### src/rtl/pc_seq_pkg.sv
package pc_seq_pkg;

  // Strobes from the select decoder to the address datapath.
  typedef struct packed {
    logic selJump;
    logic selBranch;
  } pcStrobesT;

endpackage

### src/rtl/pc_seq_ctrl.sv
module pc_seq_ctrl
  import pc_seq_pkg::*;
(
  input  logic      branchEn,
  input  logic      jumpEn,
  input  logic      aluZero,
  output pcStrobesT strobes
);

  // Jump outranks branch; a branch is only taken on a zero result.
  always_comb begin
    strobes.selJump   = jumpEn;
    strobes.selBranch = branchEn & aluZero & ~jumpEn;
  end

endmodule

### src/rtl/pc_seq_dp.sv
module pc_seq_dp
  import pc_seq_pkg::*;
#(
  parameter int ADDR_W   = 32,
  parameter int IMM_W    = 16,
  parameter int JFIELD_W = 26
) (
  input  logic                clk,
  input  logic                rst,
  input  pcStrobesT           strobes,
  input  logic [IMM_W-1:0]    immField,
  input  logic [JFIELD_W-1:0] jumpField,
  output logic [ADDR_W-1:0]   pcOut,
  output logic [ADDR_W-1:0]   pcPlus4
);

  localparam int SHIFT   = 2;
  localparam int UPPER_W = ADDR_W - JFIELD_W - SHIFT;
  localparam int EXT_W   = ADDR_W - IMM_W - SHIFT;

  logic [ADDR_W-1:0] pcReg;
  logic [ADDR_W-1:0] seqAddr;
  logic [ADDR_W-1:0] branchOff;
  logic [ADDR_W-1:0] branchAddr;
  logic [ADDR_W-1:0] jumpAddr;
  logic [ADDR_W-1:0] nextPc;

  always_comb begin
    seqAddr    = pcReg + ADDR_W'(4);
    branchOff  = {{EXT_W{immField[IMM_W-1]}}, immField, {SHIFT{1'b0}}};
    branchAddr = seqAddr + branchOff;
    jumpAddr   = {seqAddr[ADDR_W-1 -: UPPER_W], jumpField, {SHIFT{1'b0}}};
    if (strobes.selJump)        nextPc = jumpAddr;
    else if (strobes.selBranch) nextPc = branchAddr;
    else                        nextPc = seqAddr;
  end

  always_ff @(posedge clk) begin
    if (rst) pcReg <= '0;
    else     pcReg <= nextPc;
  end

  assign pcOut   = pcReg;
  assign pcPlus4 = seqAddr;

endmodule

### src/rtl/pc_sequencer.sv
module pc_sequencer
  import pc_seq_pkg::*;
#(
  parameter int ADDR_W   = 32,
  parameter int IMM_W    = 16,
  parameter int JFIELD_W = 26
) (
  input  logic                clk,
  input  logic                rst,
  input  logic                branchEn,
  input  logic                jumpEn,
  input  logic                aluZero,
  input  logic [IMM_W-1:0]    immField,
  input  logic [JFIELD_W-1:0] jumpField,
  output logic [ADDR_W-1:0]   pcOut,
  output logic [ADDR_W-1:0]   pcPlus4
);

  pcStrobesT strobes;

  pc_seq_ctrl u_ctrl (
    .branchEn (branchEn),
    .jumpEn   (jumpEn),
    .aluZero  (aluZero),
    .strobes  (strobes)
  );

  pc_seq_dp #(
    .ADDR_W   (ADDR_W),
    .IMM_W    (IMM_W),
    .JFIELD_W (JFIELD_W)
  ) u_dp (
    .clk       (clk),
    .rst       (rst),
    .strobes   (strobes),
    .immField  (immField),
    .jumpField (jumpField),
    .pcOut     (pcOut),
    .pcPlus4   (pcPlus4)
  );

endmodule

### config.mk
export PLATFORM = sky130hd
export DESIGN_NAME = pc_sequencer
export DESIGN_NICKNAME = d
export VERILOG_FILES = /design/src/rtl/pc_seq_pkg.sv /design/src/rtl/pc_seq_ctrl.sv /design/src/rtl/pc_seq_dp.sv /design/src/rtl/pc_sequencer.sv
export SDC_FILE = /design/constraint.sdc
export NUM_CORES = 1
export LEC_CHECK = 0
export BUFFER_PORTS_ARGS = -buffer_cell sky130_fd_sc_hd__buf_2
export CAP_MARGIN = 20
export CORE_AREA = 4 4 87 89
export DETAILED_ROUTE_END_ITERATION = 12
export DIE_AREA = 0 0 91 93
export PLACE_DENSITY = 0.81
export SYNTH_ARGS = -nofsm -noshare
export SYNTH_HDL_FRONTEND = slang
export SYNTH_SLANG_ARGS = --single-unit
### constraint.sdc
create_clock -name clk -period 3.6 [get_ports clk]
set_input_delay 0.54 -clock clk [delete_from_list [all_inputs] [get_ports clk]]
set_output_delay 0.54 -clock clk [all_outputs]
set_load 0.02 [all_outputs]
==> results.txt <==
status - finished clean
Placer Congestion - 1.01
Compound-Gate Fraction of Synth Area - 31.4%
Hold WC Path Type - in2reg
Syn. warnings - 0
clk root buf - clkbuf_8
DR iter-0 viols - 402
Worst setup SP type - flip-flop
Detail Route Antenna Nets - 0
worst hold path depth - 2
WL final - 12,300 µm
final cycle utilization of the critical path - 97.0%
Slew headroom - 61.0%
final setup vio count - 0
largest family of logic cells by synthesized area - compound AO/OA/AOI/OAI gates
clk_lat worst skew - 0.29 ns
via count - 4,106
placed insts - 639
initial antenna violation count - 0
r2r endpoint - u_dp.pcOut[27]$_SDFF_PP0_
Post-Synth Simple-Gate Area - 21.1%
PwrDens - 320 nW/µm²
commonest cells after routing, fill and taps aside - 106 x buf_2, 42 x nand2_1, 36 x a21oi_1, 36 x ha_1, 35 x nor2_1
worst slack, placed - 0.0869 ns
Pre-antenna DRT Iters - 5
CTS tree - built
max cap viols - 0
syn_area_per_cell - 7.69 µm²
CTS Buf Count - 5
Final Skew - 0.0117 ns
critical-path cell list - ha_1 > and2_2 > nand3_1 > xnor2_2 > ha_1 > and3_1 > and3_1 > a311oi_2 > buf_4 > o2111ai_1 > a31oi_1 > xor2_1 > o211ai_1 > o211a_1
Die Span Y - 93 µm
Slew @ Worst Pin - 0.584 ns
Largest delay share family, worst path - compound AO/OA/AOI/OAI gates
die area - 8460 µm²
# DRC - 0
Clock Path Buffers - 2
die width - 91 µm
leakage - 2.23 nW
reg-to-reg critical path startpoint - u_dp.pcOut[2]$_SDFF_PP0_
Worst Slack Setup Final - 0.106 ns
CTS clock-pin slew for the worst setup and hold paths - 0.07 ns
GR Overflow Total - 0
Worst Hold Path EP - u_dp.pcOut[16]$_SDFF_PP0_
nets@finish - 651
hold buffers post-CTS - 0
CTS H-tree lvls - 2
fraction of layout cells with a size suffix above 1 - 28.3%
Detailed Place HPWL - 9350 µm
vias in the first global route - 3,880
Hold WS - 0.479 ns
Hold Vio Cnt, Final - 0
largest net degree at the start of global routing - 30
ys async rst share - 0%
XOR/XNOR share of the synthesized area - 12.2%
reg2reg setup slack - 0.11 ns
Seq cells post-synth - 30
Worst R2R Path Depth - 14
minimum clock period - 3.49 ns
max frequency - 286 MHz
most used flip-flop cell after synthesis - dfxtp_1
Initial Util - 51.9%
max FFs per register - 30
Core Region - 6760 µm²
Critical-path top delay cell - dfxtp_2
Mapped Area - 3510 µm²
max-slew violations - 0
Area growth syn-to-layout - 23.9%
fin cells - 648
Via density - 6.34
CP max stage delay - 0.37 ns
Worst Min Path Start - jumpField[14]
first-pass GRT wire length - 19,200 µm
number of flops mapped to enable cells by yosys - 0
Sink Count - 30
drt wl/cell - 19.0 µm
CP Max Fanout - 5
I/O Buffers - 106
Syn Inst Count - 456
Adder-Cell Fraction of Synth Area - 13.4%
Worst VDD drop - 0.000255 V
CP Data Required Time - 3.78 ns
Ant. Diodes - 0
Total GRT Usage - 27.8%
Seq/Total Area, Yosys - 17.1%
Setup crit end kind - flip-flop
total power draw - 1.39 mW
CP Launch Point - u_dp.pcOut[2]$_SDFF_PP0_
Synth cell types - 57
IO Pins - 111
Critical Path AT - 3.67 ns
post-synthesis mux area share - 0.321%
CP Class - reg2reg
most common cell after layout, fill and taps aside - buf_2
row count - 30
crit path buf inv count - 1
-- cell usage after synthesis, drive strengths merged (6+ instances only) --
cell | n | area share [%]
a21o | 24 | 5.1
nand3 | 19 | 2.7
nor2 | 35 | 3.7
xor2 | 21 | 5.2
xnor2 | 27 | 7.0
o21bai | 6 | 1.3
dfxtp | 30 | 17
nand4 | 10 | 1.8
buf | 10 | 1.6
and3 | 12 | 2.1
o21ai | 26 | 3.8
clkbuf | 15 | 1.6
a211oi | 12 | 2.6
a21oi | 38 | 5.4
o22ai | 6 | 1.1
a31oi | 8 | 1.4
nand2 | 42 | 4.5
ha | 36 | 13
o211a | 7 | 2.0
inv | 10 | 1.1
-- worst max path at each step --
stage,to,cells after the start
2_1_floorplan,u_dp.pcOut[25]$_SDFF_PP0_,13
3_3_place_gp,u_dp.pcOut[24]$_SDFF_PP0_,13
3_5_place_dp,u_dp.pcOut[24]$_SDFF_PP0_,13
4_1_cts,u_dp.pcOut[24]$_SDFF_PP0_,13
5_1_grt,u_dp.pcOut[27]$_SDFF_PP0_,14
6_report,u_dp.pcOut[27]$_SDFF_PP0_,14
-- repair_timing --
item | 4_1_cts | 5_1_grt
resized for setup | 0 | 12
setup endpoints to repair | 0 | 12
buffers inserted | 0 | 1
-- power by group --
group | internal (mW) | switching (mW)
sequential | 0.359 | 0.0331
combinational | 0.276 | 0.427
clock | 0.154 | 0.143
total | 0.790 | 0.603
-- final cells by class --
cell class | count | area, µm²
multi-input cells | 394 | 2840
fillers | 589 | 2410
repair buffers | 126 | 681
flip-flops and latches | 30 | 602
well taps | 80 | 100
clock buffers | 7 | 86.3
inverters | 10 | 37.5
clock inverters | 1 | 5.00
-- kinds of logic after synthesis --
kind of cell,Yosys count
flip-flops,30
AO/OA/AOI/OAI,154
XOR/XNOR,48
adder cells (fa/ha/maj),37
AND/OR/NAND/NOR,150
multiplexers,1
other,1
buffers and inverters,35
-- metrics by stage --
step	cell area, µm²	utilization (%)	setup TNS (ns)
after floorplan	3540	-	0
after global placement	4200	62.2	0
after detailed placement	4200	62.2	0
after CTS	4290	63.6	0
after global routing	4350	64.4	-0.0150
final	4350	64.4	0
-- per-layer routing --
metal  wire, µm  global-route usage (%)  up-vias
met2       5780                    46.9      257
met4        294                    8.17        0
li1           -                       -     1914
met3       1340                    4.99       35
met5          0                       0        -
met1       4900                    36.4     1900
-- worst reg2reg max path, cell delays in order (launching register included) --
cell and delay [ns]:
dfxtp_2 0.37, ha_1 0.20, and2_2 0.21, nand3_1 0.14, xnor2_2 0.31, ha_1 0.37, and3_1 0.23, and3_1 0.20
a311oi_2 0.28, buf_4 0.19, o2111ai_1 0.18, a31oi_1 0.21, xor2_1 0.26, o211ai_1 0.12, o211a_1 0.13
No activity file was read; power rests on OpenSTA's default activity.
